File: config.mk
export PLATFORM = sky130hd
export DESIGN_NAME = scan_sequencer
export DESIGN_NICKNAME = d
export VERILOG_FILES = /design/src/rtl/scan_pkg.sv /design/src/rtl/scan_sync_edge.sv /design/src/rtl/scan_walker.sv /design/src/rtl/scan_sequencer.sv
export SDC_FILE = /design/constraint.sdc
export NUM_CORES = 1
export LEC_CHECK = 0
export BUFFER_PORTS_ARGS = -buffer_cell sky130_fd_sc_hd__clkbuf_2
export CAP_MARGIN = 20
export CORE_MARGIN = 8
export CORE_UTILIZATION = 34
export DETAILED_ROUTE_END_ITERATION = 16
export PLACE_DENSITY_LB_ADDON = 0.05
export REMOVE_ABC_BUFFERS = 1
export SLEW_MARGIN = 10
export SYNTH_ARGS = -nofsm -noshare
export SYNTH_HDL_FRONTEND = slang
export SYNTH_SLANG_ARGS = --single-unit
File: constraint.sdc
create_clock -name clk -period 1.8 [get_ports clk]
set_input_delay 0.18 -clock clk [delete_from_list [all_inputs] [get_ports clk]]
set_output_delay 0.18 -clock clk [all_outputs]
set_load 0.005 [all_outputs]
File: src/rtl/scan_pkg.sv
package scan_pkg;
    typedef enum logic [1:0] {
        MODE_SEQ   = 2'b00,
        MODE_PAIR  = 2'b01,
        MODE_SPLIT = 2'b10,
        MODE_RSV   = 2'b11
    } scan_mode_e;

    typedef enum logic [1:0] {
        WK_IDLE = 2'b00,
        WK_HOLD = 2'b01,
        WK_CONV = 2'b10
    } walk_state_e;
endpackage

File: src/rtl/scan_sync_edge.sv
module scan_sync_edge (
    input  logic clk,
    input  logic rst_n,
    input  logic din,
    input  logic en,
    output logic pulse
);
    logic meta_q, sync_q, prev_q;

    always_ff @(posedge clk) begin
        if (!rst_n) begin
            meta_q <= 1'b0;
            sync_q <= 1'b0;
            prev_q <= 1'b0;
        end else begin
            meta_q <= din;
            sync_q <= meta_q;
            prev_q <= sync_q;
        end
    end

    assign pulse = sync_q & ~prev_q & en;

    AST_EDGE_SINGLE: assert property (@(posedge clk) disable iff (!rst_n)
        pulse |=> !pulse);
endmodule

File: src/rtl/scan_walker.sv
module scan_walker
    import scan_pkg::*;
#(
    parameter int NSLOT  = 16,
    parameter int SLOT_W = $clog2(NSLOT),
    parameter int CID    = 0
) (
    input  logic              clk,
    input  logic              rst_n,
    input  logic              active,
    input  scan_mode_e        mode,
    input  logic              start,
    input  logic              stop,
    input  logic              sync_go,
    input  logic [NSLOT-1:0]  sc,
    input  logic              done_in,
    output logic              req,
    output logic [SLOT_W-1:0] slot,
    output logic              cplt
);
    localparam int HALF  = NSLOT / 2;
    localparam int QUART = NSLOT / 4;

    walk_state_e       st_q, st_d;
    logic [SLOT_W-1:0] step_q, step_d, step_nx;
    logic              req_q, req_d, cplt_q, cplt_d, last;

    function automatic logic [SLOT_W-1:0] slot_of(input logic [SLOT_W-1:0] s,
                                                 input scan_mode_e m);
        int v;
        if (m == MODE_SPLIT)
            v = (int'(s) / QUART) * HALF + CID * QUART + (int'(s) % QUART);
        else
            v = int'(s);
        return SLOT_W'(v);
    endfunction

    assign step_nx = step_q + 1'b1;
    assign last    = (mode == MODE_PAIR || mode == MODE_SPLIT) ?
                     (step_q == SLOT_W'(HALF - 1)) : (step_q == SLOT_W'(NSLOT - 1));

    always_comb begin
        st_d   = st_q;
        step_d = step_q;
        req_d  = 1'b0;
        cplt_d = 1'b0;
        unique case (st_q)
            WK_IDLE: begin
                step_d = '0;
                if (active && !stop) begin
                    if (start) begin
                        if (sc[slot_of('0, mode)]) st_d = WK_HOLD;
                        else begin
                            st_d  = WK_CONV;
                            req_d = 1'b1;
                        end
                    end else if (sc[slot_of('0, mode)] && sync_go) begin
                        st_d  = WK_CONV;
                        req_d = 1'b1;
                    end
                end
            end
            WK_HOLD: begin
                if (stop) begin
                    st_d   = WK_IDLE;
                    step_d = '0;
                end else if (sync_go) begin
                    st_d  = WK_CONV;
                    req_d = 1'b1;
                end
            end
            WK_CONV: begin
                if (done_in) begin
                    if (last) begin
                        st_d   = WK_IDLE;
                        step_d = '0;
                        cplt_d = 1'b1;
                    end else if (stop) begin
                        st_d   = WK_IDLE;
                        step_d = '0;
                    end else begin
                        step_d = step_nx;
                        if (sc[slot_of(step_nx, mode)]) st_d = WK_HOLD;
                        else begin
                            st_d  = WK_CONV;
                            req_d = 1'b1;
                        end
                    end
                end
            end
            default: st_d = WK_IDLE;
        endcase
    end

    always_ff @(posedge clk) begin
        if (!rst_n) begin
            st_q   <= WK_IDLE;
            step_q <= '0;
            req_q  <= 1'b0;
            cplt_q <= 1'b0;
        end else begin
            st_q   <= st_d;
            step_q <= step_d;
            req_q  <= req_d;
            cplt_q <= cplt_d;
        end
    end

    assign req  = req_q;
    assign cplt = cplt_q;
    assign slot = slot_of(step_q, mode);

    AST_GATED_NEEDS_SYNC: assert property (@(posedge clk) disable iff (!rst_n)
        (req_q && sc[slot] && $stable(sc)) |-> $past(sync_go));
    AST_ONE_OUTSTANDING: assert property (@(posedge clk) disable iff (!rst_n)
        (st_q == WK_CONV && !done_in) |=> !req_q);
    AST_HOLD_STOP: assert property (@(posedge clk) disable iff (!rst_n)
        (st_q == WK_HOLD && stop) |=> (st_q == WK_IDLE && !req_q));
    AST_CPLT_PULSE: assert property (@(posedge clk) disable iff (!rst_n)
        cplt_q |=> !cplt_q);
    AST_HALF_RANGE: assert property (@(posedge clk) disable iff (!rst_n)
        (req_q && (mode == MODE_PAIR || mode == MODE_SPLIT)) |-> (int'(step_q) < HALF));
endmodule

File: src/rtl/scan_sequencer.sv
module scan_sequencer
    import scan_pkg::*;
#(
    parameter int NSLOT  = 16,
    parameter int SLOT_W = $clog2(NSLOT)
) (
    input  logic              clk,
    input  logic              rst_n,
    input  logic              cfg_we,
    input  logic [NSLOT-1:0]  cfg_wdata,
    input  logic [1:0]        mode,
    input  logic              start,
    input  logic              stop,
    input  logic              sync_in,
    input  logic              sync_en,
    input  logic [1:0]        conv_done,
    output logic [1:0]        conv_req,
    output logic [SLOT_W-1:0] slot_a,
    output logic [SLOT_W-1:0] slot_b,
    output logic [1:0]        scan_done
);
    localparam int NCONV = 2;

    scan_mode_e        mode_e;
    logic [NSLOT-1:0]  sc_q;
    logic              sync_go, pair_join;
    logic [NCONV-1:0]  got_q, w_req, w_cplt;
    logic [SLOT_W-1:0] w_slot [NCONV];

    assign mode_e = scan_mode_e'(mode);

    always_ff @(posedge clk) begin
        if (!rst_n)      sc_q <= '0;
        else if (cfg_we) sc_q <= cfg_wdata;
    end

    scan_sync_edge u_sync (
        .clk   (clk),
        .rst_n (rst_n),
        .din   (sync_in),
        .en    (sync_en),
        .pulse (sync_go)
    );

    assign pair_join = &(got_q | conv_done);

    always_ff @(posedge clk) begin
        if (!rst_n)                                  got_q <= '0;
        else if (mode_e != MODE_PAIR || pair_join)   got_q <= '0;
        else                                         got_q <= got_q | conv_done;
    end

    for (genvar c = 0; c < NCONV; c++) begin : g_walk
        logic act, dn;
        if (c == 0) begin : g_lead
            assign act = 1'b1;
            assign dn  = (mode_e == MODE_PAIR) ? pair_join : conv_done[0];
        end else begin : g_follow
            assign act = (mode_e == MODE_SPLIT);
            assign dn  = conv_done[c];
        end
        scan_walker #(.NSLOT(NSLOT), .SLOT_W(SLOT_W), .CID(c)) u_walk (
            .clk     (clk),
            .rst_n   (rst_n),
            .active  (act),
            .mode    (mode_e),
            .start   (start),
            .stop    (stop),
            .sync_go (sync_go),
            .sc      (sc_q),
            .done_in (dn),
            .req     (w_req[c]),
            .slot    (w_slot[c]),
            .cplt    (w_cplt[c])
        );
    end

    assign conv_req  = {(mode_e == MODE_PAIR) ? w_req[0] : w_req[1], w_req[0]};
    assign slot_a    = w_slot[0];
    assign slot_b    = (mode_e == MODE_PAIR) ? w_slot[0] : w_slot[1];
    assign scan_done = w_cplt;

    AST_SEQ_SINGLE: assert property (@(posedge clk) disable iff (!rst_n)
        (mode_e == MODE_SEQ && $stable(mode_e)) |-> !conv_req[1]);
endmodule

-- After elaboration in Yosys (flattened, before gate mapping)
Cells that the tools add are included.
- flip-flop bits (word level): 37
- input port bits: 27
- output and inout bits: 12
- word-level logic and storage cells: 164
- add/subtract/negate cells: 8
- magnitude comparators: 6
- equal/unequal tests: 21
- muxes and demuxes: 93
- bitwise operators: 5
- reduce and logical (&&, ||, !) cells: 18
- operator list (kind ; count):
    $mux 4 ; 32
    $mux 2 ; 18
    $lt 4x5->1 const B ; 6
    $mux 1 ; 30
    $bmux 1 s4 ; 6
    $pmux 4 s3 ; 2
    $pmux 2 s3 ; 2
    $reduce_and 3->1 ; 4
    $ne 2x2->1 const B ; 5
    $ne 3x2->1 const B ; 3
    $add 4x1->4 const B ; 2
    $add 4x2->4 ; 2
    $add 4x3->4 ; 2
    $add 4x3->4 const B ; 2
    $eq 4x3->1 const B ; 2
    $eq 4x4->1 const B ; 2
    $reduce_and 4->1 ; 2
    $eq 2x1->1 const B ; 3
    $eq 2x2->1 const B ; 3
    $pmux 1 s3 ; 2
    $reduce_bool 3->1 ; 2
    $logic_not 2->1 ; 2
    $ne 2x1->1 const B ; 2
    $logic_and 1x1->1 ; 3
    9 further kinds ; 12

-- Logic depth before layout (Yosys ltp)
Gate-level depths: netlist (run 1).
- depth after elaboration: 15
- mapped depth: 9
- gate-level depth less buffers: 8

-- Cells and area by module
Synthesis (run 1) repeated with hierarchy kept, for this count alone.
- cells, all modules: 246
- area, all modules: 2369.8 µm²
- by module, submodules not included (module ; times used ; cells each ; area each (µm²) ; seq. area each (µm²)):
    scan_sequencer ; 1 ; 70 ; 822.0 ; 360.3
    scan_walker at g_walk[1].u_walk ; 1 ; 83 ; 743.2 ; 160.2
    scan_walker at g_walk[0].u_walk ; 1 ; 86 ; 716.9 ; 160.2
    scan_sync_edge ; 1 ; 7 ; 87.6 ; 60.1

-- Least setup slack after synthesis (run 1)
No wires, ideal clock.
- path type: register -> register
- start: register g_walk[1].u_walk.step_q[1]
- end: register g_walk[1].u_walk.st_q[1]
- setup time: 0.070 ns
- arrival time: 1.850 ns
- required time: 1.730 ns
- setup slack: -0.120 ns
- cell stages (with the launch flop): 8
- buffers on the path: 1
- clock period less this slack: 1.920 ns
- cells stage by stage: dfxtp_1 -> ha_1 -> buf_2 -> mux4_2 -> mux2_2 -> nor3_1 -> a211oi_1 -> a21oi_1
- longest elaborated chain between the ends: 15
- elaborated cells between the ends (all ways): 18
- classes of those cells: add/sub: 3; eq/ne: 2; mux: 13
- ends and longest elaborated chain (element ; RTL line ; text):
    from (decl) ; scan_walker.sv:25 ; logic [SLOT_W-1:0] step_q, step_d, step_nx;
    from (signal assigned) ; scan_walker.sv:103 ; step_q <= step_d;
    $add 4x1->4 ; scan_walker.sv:38 ; assign step_nx = step_q + 1'b1;
    $add 4x3->4 (2 in series) ; scan_walker.sv:32 ; v = (int'(s) / QUART) * HALF + CID * QUART + (int'(s) % QUART);
    $mux 4 ; scan_walker.sv:31 ; if (m == MODE_SPLIT)
    $mux 4 ; scan_walker.sv:78 ; end else if (stop) begin
    $mux 4 ; scan_walker.sv:74 ; if (last) begin
    $mux 4 ; scan_walker.sv:73 ; if (done_in) begin
    $mux 4 ; scan_walker.sv:47 ; unique case (st_q)
    $bmux 1 s4 ; scan_walker.sv:83 ; if (sc[slot_of(step_nx, mode)]) st_d = WK_HOLD;
    $mux 1 (not written as such) ; scan_walker.sv:83 ;
    $mux 2 ; scan_walker.sv:83 ;
    $mux 2 ; scan_walker.sv:78 ;
    $mux 2 (*) ; scan_walker.sv:74 ;
    $mux 2 (*) ; scan_walker.sv:73 ;
    $pmux 2 s3 (*) ; scan_walker.sv:47 ;
    to (signal assigned) ; scan_walker.sv:102 ; st_q <= st_d;
    to (decl) ; scan_walker.sv:24 ; walk_state_e st_q, st_d;
Mark *: on every way between the ends. The rest lies on a longest branch, timed or not. The select of a mux whose other input is x is not followed.
A chain may end at the register's enable or synchronous reset.

-- Worst setup path in the final report (run 1)
- start: register g_walk[1].u_walk.step_q[0]
- end: register g_walk[1].u_walk.req_q
- longest elaborated chain between the ends: 15
- elaborated cells between the ends (all ways): 18
- classes of those cells: add/sub: 3; eq/ne: 2; mux: 13
- ends and longest elaborated chain (element ; RTL line ; text):
    $add 4x1->4 ; scan_walker.sv:38 ;
    $add 4x3->4 (2 in series) ; scan_walker.sv:32 ;
    $mux 4 ; scan_walker.sv:31 ;
    $mux 4 ; scan_walker.sv:78 ;
    $mux 4 ; scan_walker.sv:74 ;
    $mux 4 ; scan_walker.sv:73 ;
    $mux 4 ; scan_walker.sv:47 ;
    $bmux 1 s4 ; scan_walker.sv:83 ;
    $mux 1 (not written as such) ; scan_walker.sv:83 ;
    $mux 1 ; scan_walker.sv:83 ;
    $mux 1 ; scan_walker.sv:78 ;
    $mux 1 (*) ; scan_walker.sv:74 ;
    $mux 1 (*) ; scan_walker.sv:73 ;
    $pmux 1 s3 (*) ; scan_walker.sv:47 ;
    to (signal assigned) ; scan_walker.sv:104 ; req_q <= req_d;
    to (decl) ; scan_walker.sv:26 ; logic req_q, req_d, cplt_q, cplt_d, last;
Marks and branches as above.

==> results of run 1 <==
==> registers in the layout (all words and copies together), names as in the netlist <==
| register | cells |
|---|---|
| sc_q | 16 |
| g_walk.u_walk.step_q | 8 |
| g_walk.u_walk.st_q | 4 |
| g_walk.u_walk.cplt | 2 |
| g_walk.u_walk.req | 2 |
| got_q | 2 |
| u_sync.meta_q | 1 |
| u_sync.prev_q | 1 |
| u_sync.sync_q | 1 |
==> cells by family (layout without fill, tap and decap cells) <==
group	Yosys count	after routing	share of synthesized area, %
AND/OR/NAND/NOR	92	92	22.7
AO/OA/AOI/OAI	50	50	14.3
flip-flops	37	37	33.4
multiplexers	33	33	19.7
buffers and inverters	26	75	5.65
XOR/XNOR	5	5	1.98
adder cells (fa/ha/maj)	4	4	2.26
==> metal layers <==
metal	up-vias	wire [microns]	GRT usage, %
met2	39	2510	18.2
met4	0	81	4.02
li1	970	-	-
met3	8	225	2.99
met5	-	0	0
met1	882	2660	15.1
==> path summary, 6_finish.rpt <==
kind	endpoint	depth (start not counted)	start	slack (ns)
worst min register to register	u_sync.sync_q$_SDFF_PN0_	1	u_sync.meta_q$_SDFF_PN0_	0.44
worst max-delay path	g_walk[1].u_walk.req$_SDFF_PN0_	6	g_walk[1].u_walk.step_q[0]$_SDFFE_PN0P_	-0.1
worst max register to register	g_walk[1].u_walk.req$_SDFF_PN0_	6	g_walk[1].u_walk.step_q[0]$_SDFFE_PN0P_	-0.1
worst min-delay path	got_q[1]$_SDFF_PP0_	2	conv_done[0]	0.09
==> where the power goes <==
group	internal, uW	switching (uW)	total (uW)
clock network	304	287	591
registers	856	25.8	882
logic	174	168	343
total	1330	481	1820
==> layout by cell type, fill, tap and decap left out, types with 4 or more instances in the layout <==
| master | netlist | routed |
|---|---|---|
| nor2_1 | 11 | 10 |
| and2_1 | 7 | 7 |
| o21ai_0 | 10 | 9 |
| nor2b_1 | 25 | 25 |
| nand2_1 | 20 | 20 |
| mux2i_1 | 20 | 20 |
| inv_1 | 4 | 4 |
| dfxtp_1 | 37 | 33 |
| nor3_1 | 6 | 5 |
| a21oi_1 | 10 | 10 |
| nand3_1 | 5 | 5 |
| and3_1 | 4 | 4 |
| o21ai_1 | 8 | 9 |
| buf_4 | 5 | 24 |
| dfxtp_2 | 0 | 4 |
| clkbuf_8 | 0 | 6 |
| clkbuf_2 | 0 | 38 |
| mux4_2 | 8 | 8 |
| xnor2_1 | 4 | 4 |
| a211oi_1 | 5 | 4 |
==> worst reg2reg max path: stages (launching register included) <==
cell and delay, ns:
dfxtp_2 0.34, ha_4 0.31, mux4_2 0.51, mux2_4 0.30, nor3_4 0.14, a211oi_2 0.06
nor3_1 0.17
==> stage by stage <==
step / util (%) / worst slack (ns) / instance area [sq um] / instances
6_report: 43.4 / -0.0984 / 2740 / 373
5_1_grt: 43.4 / -0.189 / 2740 / 373
4_1_cts: 43.3 / -0.142 / 2730 / 373
3_5_place_dp: 40.8 / -0.290 / 2580 / 366
3_3_place_gp: 40.8 / -0.204 / 2580 / 366
2_1_floorplan: - / -0.214 / 2110 / 227
==> cell type report <==
type	count	area (sq um)	area share (%)
Inverter	6	22.5	0.822
Clock buffer	7	86.3	3.15
Timing Repair Buffer	62	370	13.5
Tap cell	77	96.3	3.52
Sequential cell	37	746	27.2
Multi-Input combinational cell	184	1420	51.8
==> cell usage after synthesis, drive strengths merged, types with 2 or more instances <==
cell type  number  area [sq um]
a211oi          6          50.1
nor2           11          41.3
nand2          20          75.1
nor2b          25           156
nor3            6          30.0
nand3           5          25.0
a21boi          3          22.5
clkbuf          8          30.0
o22ai           3          18.8
o211a           3          30.0
a21o            3          22.5
a21oi          10          50.1
mux2            5          56.3
nor3b           2          15.0
dfxtp          37           741
xnor2           4          35.0
and2            7          43.8
o21ai          18          90.1
nor4            2          12.5
inv             6          22.5
nand2b          3          18.8
ha              4          50.1
mux4            8           180
buf            12          72.6
and3b           2          17.5
mux2i          20           200
and3            4          25.0
==> what timing repair did <==
action                                  in CTS  in global routing
gates resized for setup                     17                  1
endpoints found under the setup margin       6                  7
pin swaps                                    8                  3
cloned                                       0                  0
==> flow_results.xml, run 1 <==
<?xml version="1.0" encoding="UTF-8"?>
<metrics>
  <group name="die">
    <metric name="fp-row-count" unit="">29</metric>
    <metric name="die_height" unit="microns">96.7</metric>
    <metric name="ioPinCount" unit="">39</metric>
    <metric name="die_width" unit="microns">96.7</metric>
    <metric name="core-area" unit="sq um">6310</metric>
    <metric name="fp.dieArea" unit="sq um">9350</metric>
    <metric name="initial_core_utilization" unit="%">35.1</metric>
  </group>
  <group name="cts">
    <metric name="clock_sinks" unit="">37</metric>
    <metric name="post-cts-setup-buffers" unit="">0</metric>
    <metric name="cts_tree" unit="">built</metric>
    <metric name="cts-buffers-inserted" unit="">5</metric>
    <metric name="clkLatencyLatePin" unit="ns">0.28</metric>
    <metric name="deepest_level_of_the_cts_h_tree" unit="">2</metric>
    <metric name="cts-hold-fix-buffers" unit="">0</metric>
    <metric name="clockBufferDepth" unit="">2</metric>
    <metric name="clock_tree.root_cell" unit="">clkbuf_8</metric>
    <metric name="path_clk_slew" unit="ns">0.07</metric>
  </group>
  <group name="critical_path">
    <metric name="critPathRequiredTime" unit="ns">2.00</metric>
    <metric name="critPathMaxStageDelay" unit="ns">0.51</metric>
    <metric name="critical-path-top-delay-family" unit="">multiplexers</metric>
    <metric name="critPathSlowestCell" unit="">mux4_2</metric>
    <metric name="critical_path_class" unit="">flip-flop to flip-flop</metric>
    <metric name="path_max_fanout" unit="">5</metric>
    <metric name="cp_arrival" unit="ns">2.10</metric>
    <metric name="crit_chain" unit="">ha_4 &gt; mux4_2 &gt; mux2_4 &gt; nor3_4 &gt; a211oi_2 &gt; nor3_1</metric>
    <metric name="critical_path.endpoint_type" unit="">flip-flop</metric>
    <metric name="worstPathBufferInverterCount" unit="">0</metric>
    <metric name="startpoint_type" unit="">flip-flop</metric>
  </group>
  <group name="routing">
    <metric name="average_detailed_routed_wire_length_per_instance" unit="microns">14.7</metric>
    <metric name="finalWirelength" unit="mm">5.48</metric>
    <metric name="drt.antenna.violating_nets" unit="">0</metric>
    <metric name="dr.pass1.iters" unit="">4</metric>
    <metric name="detailed_route_iter0_violations" unit="">74</metric>
    <metric name="remaining_design_rule_violation_count" unit="">0</metric>
    <metric name="dr_total_vias" unit="">1899</metric>
    <metric name="drt-vias-per-instance" unit="">5.09</metric>
  </group>
  <group name="synth">
    <metric name="async_flop_share" unit="%">0</metric>
    <metric name="yosysSeqAreaShare" unit="%">33.4</metric>
    <metric name="netlist-cell-type-count" unit="">42</metric>
    <metric name="synth_flop_cell" unit="">dfxtp_1</metric>
    <metric name="number_of_enable_flip_flop_cells_after_synthesis" unit="">0</metric>
    <metric name="synthCells" unit="">247</metric>
    <metric name="syn_avg_cell_area" unit="sq um">8.97</metric>
    <metric name="mappedNetlistArea" unit="sq um">2210</metric>
    <metric name="ys_seq_elements" unit="">37</metric>
    <metric name="synth-warning-count" unit="">0</metric>
  </group>
  <group name="timing">
    <metric name="rsz0062_at_grt" unit="">yes</metric>
    <metric name="final_hold_viol_count" unit="">0</metric>
    <metric name="worst_clock_skew" unit="ns">0.00224</metric>
    <metric name="timing.final.crit_share" unit="%">105</metric>
    <metric name="max_slew_margin" unit="%">65.6</metric>
    <metric name="hold_slack" unit="ns">0.0892</metric>
    <metric name="fin_tns_setup" unit="ns">-0.176</metric>
    <metric name="measured_slew_at_the_worst_slew_check_pin" unit="ns">0.517</metric>
    <metric name="final_critical_path_setup_slack" unit="ns">-0.0984</metric>
    <metric name="timing.final.setup_violations" unit="">2</metric>
    <metric name="final.min_clock_period" unit="ns">1.90</metric>
    <metric name="fmaxAchievable" unit="GHz">0.527</metric>
    <metric name="timing_max_transition_violations_final" unit="">0</metric>
  </group>
  <group name="grt">
    <metric name="grt-ovfl-total" unit="">0</metric>
    <metric name="grtUsageTotal" unit="%">11.7</metric>
    <metric name="antenna_found_initial" unit="">0</metric>
    <metric name="vias_in_the_first_global_route" unit="">1855</metric>
    <metric name="grt_first_pass_wirelength" unit="mm">9.26</metric>
    <metric name="grt_start_max_net_pins" unit="">21</metric>
  </group>
  <group name="cells_and_area">
    <metric name="area.growth.synth_to_final" unit="%">23.7</metric>
    <metric name="antenna-diode-count" unit="">0</metric>
    <metric name="num-fill-cells" unit="">664</metric>
    <metric name="drive_gt1_share" unit="%">31.4</metric>
    <metric name="nNetsFinal" unit="">327</metric>
  </group>
  <group name="power_and_ir_drop">
    <metric name="finalPower" unit="uW">1820</metric>
    <metric name="power_per_cell_area" unit="nW/um^2">663</metric>
    <metric name="leakagePower" unit="uW">0.00118</metric>
    <metric name="vdd_drop_max" unit="mV">0.325</metric>
  </group>
  <group name="run_status">
    <metric name="violations" unit="">negative setup slack</metric>
    <metric name="status" unit="">finished, violations left</metric>
  </group>
  <group name="place">
    <metric name="gp_routability_congestion" unit="">0.780</metric>
    <metric name="dpl.hpwl" unit="mm">4.30</metric>
    <metric name="port_buffers" unit="">38</metric>
  </group>
  <group name="run">
    <metric name="drv_cap" unit="">0</metric>
  </group>
  <group name="min_path">
    <metric name="holdCritPathClass" unit="">input port to flip-flop</metric>
  </group>
</metrics>
No activity file was read; power rests on OpenSTA's default activity.
==> inputs of run 2 (changes only) <==
--- a/config.mk
+++ b/config.mk
@@ -7,6 +7,7 @@
 export LEC_CHECK = 0
 export BUFFER_PORTS_ARGS = -buffer_cell sky130_fd_sc_hd__clkbuf_2
 export CAP_MARGIN = 20
+export CORE_ASPECT_RATIO = 1.4
 export CORE_MARGIN = 8
 export CORE_UTILIZATION = 34
 export DETAILED_ROUTE_END_ITERATION = 16
==> run 2 against run 1 <==
- the flow still finishes with violations (negative setup slack)
- core utilization decreased by 0.64 points
- non-clock buffer count unchanged
- register-to-register slack improved by 0.06 ns
- count of clock-buffer cells in the layout decreased by 1
- sequential share of layout area decreased by 0.12 points
- clock power decreased by 3.6%
- sequential cell count unchanged
- power decreased by 1.0%
- critical path depth unchanged
- largest power group unchanged
==> flow_results.xml, run 2 (synthesized netlist as in run 1, its figures left out) <==
<?xml version="1.0" encoding="UTF-8"?>
<metrics>
  <group name="run_status">
    <metric name="status" unit="">finished, violations left</metric>
    <metric name="violations" unit="">negative setup slack</metric>
  </group>
  <group name="cts">
    <metric name="path_clk_slew" unit="ns">0.07</metric>
    <metric name="cts_tree" unit="">built</metric>
    <metric name="clock_tree.root_cell" unit="">clkbuf_8</metric>
    <metric name="clkLatencyLatePin" unit="ns">0.29</metric>
    <metric name="cts-buffers-inserted" unit="">5</metric>
    <metric name="clockBufferDepth" unit="">2</metric>
    <metric name="clock_sinks" unit="">37</metric>
    <metric name="deepest_level_of_the_cts_h_tree" unit="">2</metric>
  </group>
  <group name="place">
    <metric name="placedInstanceArea" unit="sq um">2570</metric>
    <metric name="worst_slack_placed" unit="ns">-0.238</metric>
    <metric name="dpl.hpwl" unit="mm">4.70</metric>
    <metric name="port_buffers" unit="">38</metric>
    <metric name="gp_routability_congestion" unit="">0.828</metric>
  </group>
  <group name="die">
    <metric name="die_width" unit="microns">84.2</metric>
    <metric name="ioPinCount" unit="">39</metric>
    <metric name="core-area" unit="sq um">6440</metric>
    <metric name="fp.dieArea" unit="sq um">9390</metric>
    <metric name="fp-row-count" unit="">35</metric>
    <metric name="die_height" unit="microns">111</metric>
    <metric name="initial_core_utilization" unit="%">34.4</metric>
  </group>
  <group name="cells_and_area">
    <metric name="antenna-diode-count" unit="">0</metric>
    <metric name="stdcell_area" unit="sq um">2750</metric>
    <metric name="largest-register" unit="">sc_q</metric>
    <metric name="drive_gt1_share" unit="%">33.7</metric>
    <metric name="layout_commonest_cell" unit="">clkbuf_2</metric>
    <metric name="finalCoreUtilization" unit="%">42.7</metric>
    <metric name="largest_register_ffs" unit="">16</metric>
    <metric name="area.growth.synth_to_final" unit="%">24.2</metric>
    <metric name="nNetsFinal" unit="">327</metric>
    <metric name="layout_top_registers" unit="">sc_q: 16 flops, g_walk.u_walk.step_q: 8 flops, g_walk.u_walk.st_q: 4 flops</metric>
    <metric name="leading_cell_types_in_the_layout_fill_and_taps_excluded" unit="">38 x clkbuf_2, 33 x dfxtp_1, 25 x nor2b_1</metric>
  </group>
  <group name="critical_path">
    <metric name="critPathMaxStageDelay" unit="ns">0.50</metric>
    <metric name="critPathRequiredTime" unit="ns">2.02</metric>
    <metric name="crit_chain" unit="">ha_4 &gt; mux4_2 &gt; mux2_4 &gt; nor3_4 &gt; a211oi_2 &gt; a21oi_1</metric>
    <metric name="critPathSlowestCell" unit="">mux4_2</metric>
    <metric name="path_max_fanout" unit="">5</metric>
    <metric name="cp_arrival" unit="ns">2.06</metric>
    <metric name="critical_path_class" unit="">flip-flop to flip-flop</metric>
    <metric name="startpoint_type" unit="">flip-flop</metric>
    <metric name="critical_path.endpoint_type" unit="">flip-flop</metric>
    <metric name="critical-path-top-delay-family" unit="">multiplexers</metric>
    <metric name="worstPathBufferInverterCount" unit="">0</metric>
  </group>
  <group name="timing">
    <metric name="fmaxAchievable" unit="GHz">0.545</metric>
    <metric name="timing.final.setup_violations" unit="">3</metric>
    <metric name="final_hold_viol_count" unit="">0</metric>
    <metric name="max_slew_margin" unit="%">64.5</metric>
    <metric name="final_critical_path_setup_slack" unit="ns">-0.0363</metric>
    <metric name="timing.final.crit_share" unit="%">102</metric>
    <metric name="worst_clock_skew" unit="ns">0.00568</metric>
    <metric name="timing_max_transition_violations_final" unit="">0</metric>
    <metric name="rsz0062_at_grt" unit="">yes</metric>
    <metric name="final.min_clock_period" unit="ns">1.84</metric>
    <metric name="measured_slew_at_the_worst_slew_check_pin" unit="ns">0.533</metric>
  </group>
  <group name="routing">
    <metric name="dr.pass1.iters" unit="">4</metric>
    <metric name="average_detailed_routed_wire_length_per_instance" unit="microns">15.7</metric>
    <metric name="finalWirelength" unit="mm">5.83</metric>
    <metric name="drt.antenna.violating_nets" unit="">0</metric>
    <metric name="drt-vias-per-instance" unit="">5.07</metric>
    <metric name="dr_total_vias" unit="">1882</metric>
    <metric name="detailed_route_iter0_violations" unit="">41</metric>
    <metric name="remaining_design_rule_violation_count" unit="">0</metric>
  </group>
  <group name="power_and_ir_drop">
    <metric name="clockPowerShare" unit="%">31.7</metric>
    <metric name="power.switching" unit="uW">499</metric>
    <metric name="leakagePower" unit="uW">0.00119</metric>
    <metric name="net_sw_share" unit="%">27.8</metric>
    <metric name="power_frac_seq" unit="%">49.7</metric>
    <metric name="comb_power_share" unit="%">18.6</metric>
    <metric name="internal_power" unit="uW">1300</metric>
    <metric name="vdd_drop_max" unit="mV">0.397</metric>
    <metric name="power_per_cell_area" unit="nW/um^2">653</metric>
    <metric name="finalPower" unit="uW">1800</metric>
  </group>
  <group name="grt">
    <metric name="vias_in_the_first_global_route" unit="">1980</metric>
    <metric name="antenna_found_initial" unit="">0</metric>
    <metric name="grt-ovfl-total" unit="">0</metric>
    <metric name="grtUsageTotal" unit="%">12.9</metric>
    <metric name="grt_first_pass_wirelength" unit="mm">9.95</metric>
    <metric name="grt_start_max_net_pins" unit="">23</metric>
  </group>
  <group name="min_path">
    <metric name="holdCritPathClass" unit="">input port to flip-flop</metric>
  </group>
  <group name="run">
    <metric name="drv_cap" unit="">0</metric>
  </group>
</metrics>
[run 2: cell types whose count changed in the layout (fill, tap and decap cells not counted)]
cell | previous run | this run
clkinv_2 | 0 | 2
mux2i_1 | 20 | 18
mux2i_2 | 0 | 2
nand2_1 | 20 | 18
nand2_2 | 0 | 2
o21ai_2 | 0 | 2
clkbuf_8 | 6 | 5
o21ai_0 | 9 | 8
o21ai_1 | 9 | 8
[run 2: layer usage]
metal	GRT usage [%]	wire, microns
met1	14.1	2560
met2	22.5	2890
met3	3.80	287
met4	5.32	97
met5	0	0
[run 2: metrics by stage]
step / hold WS, ns / TNS (ns) / instances
floorplan: 0.258 / -0.922 / 227
global placement: 0.387 / -0.924 / 362
detailed placement: 0.381 / -1.12 / 362
CTS: 0.0789 / -0.0992 / 370
global route: 0.0946 / -0.647 / 371
finish: 0.0860 / -0.0721 / 371
[run 2: cell type report]
cell class	instances	area, sq um
Sequential cell	37	746
Inverter	6	22.5
Fill cell	670	3690
Clock inverter	2	10.0
Clock buffer	6	72.6
Multi-Input combinational cell	184	1440
Tap cell	74	92.6
Timing Repair Buffer	62	370
[run 2: repair_timing]
action / in CTS / in global routing
hold buffers: 0 / 0
setup endpoints to repair: 6 / 6
pin swaps: 7 / 6
buffers inserted: 0 / 1
resized for setup: 16 / 9
hold endpoints to repair: 0 / 0
[run 2: final timing paths]
kind	startpoint	cells after the start	slack, ns	end
max	g_walk[1].u_walk.step_q[1]$_SDFFE_PN0P_	6	-0.04	g_walk[1].u_walk.st_q[1]$_SDFFE_PN0P_
min	conv_done[0]	2	0.09	got_q[1]$_SDFF_PP0_
max reg2reg	g_walk[1].u_walk.step_q[1]$_SDFFE_PN0P_	6	-0.04	g_walk[1].u_walk.st_q[1]$_SDFFE_PN0P_
min reg2reg	u_sync.meta_q$_SDFF_PN0_	1	0.44	u_sync.sync_q$_SDFF_PN0_
[run 2: power by group through the flow]
| stage | Sequential [uW] | Combinational (uW) | Clock (uW) |
|---|---|---|---|
| after global placement | 913 | 320 | 0 |
| after global routing | 899 | 371 | 623 |
| final | 893 | 334 | 570 |
| after floorplan | 904 | 188 | 0 |
| after CTS | 894 | 330 | 599 |
| after detailed placement | 912 | 319 | 0 |
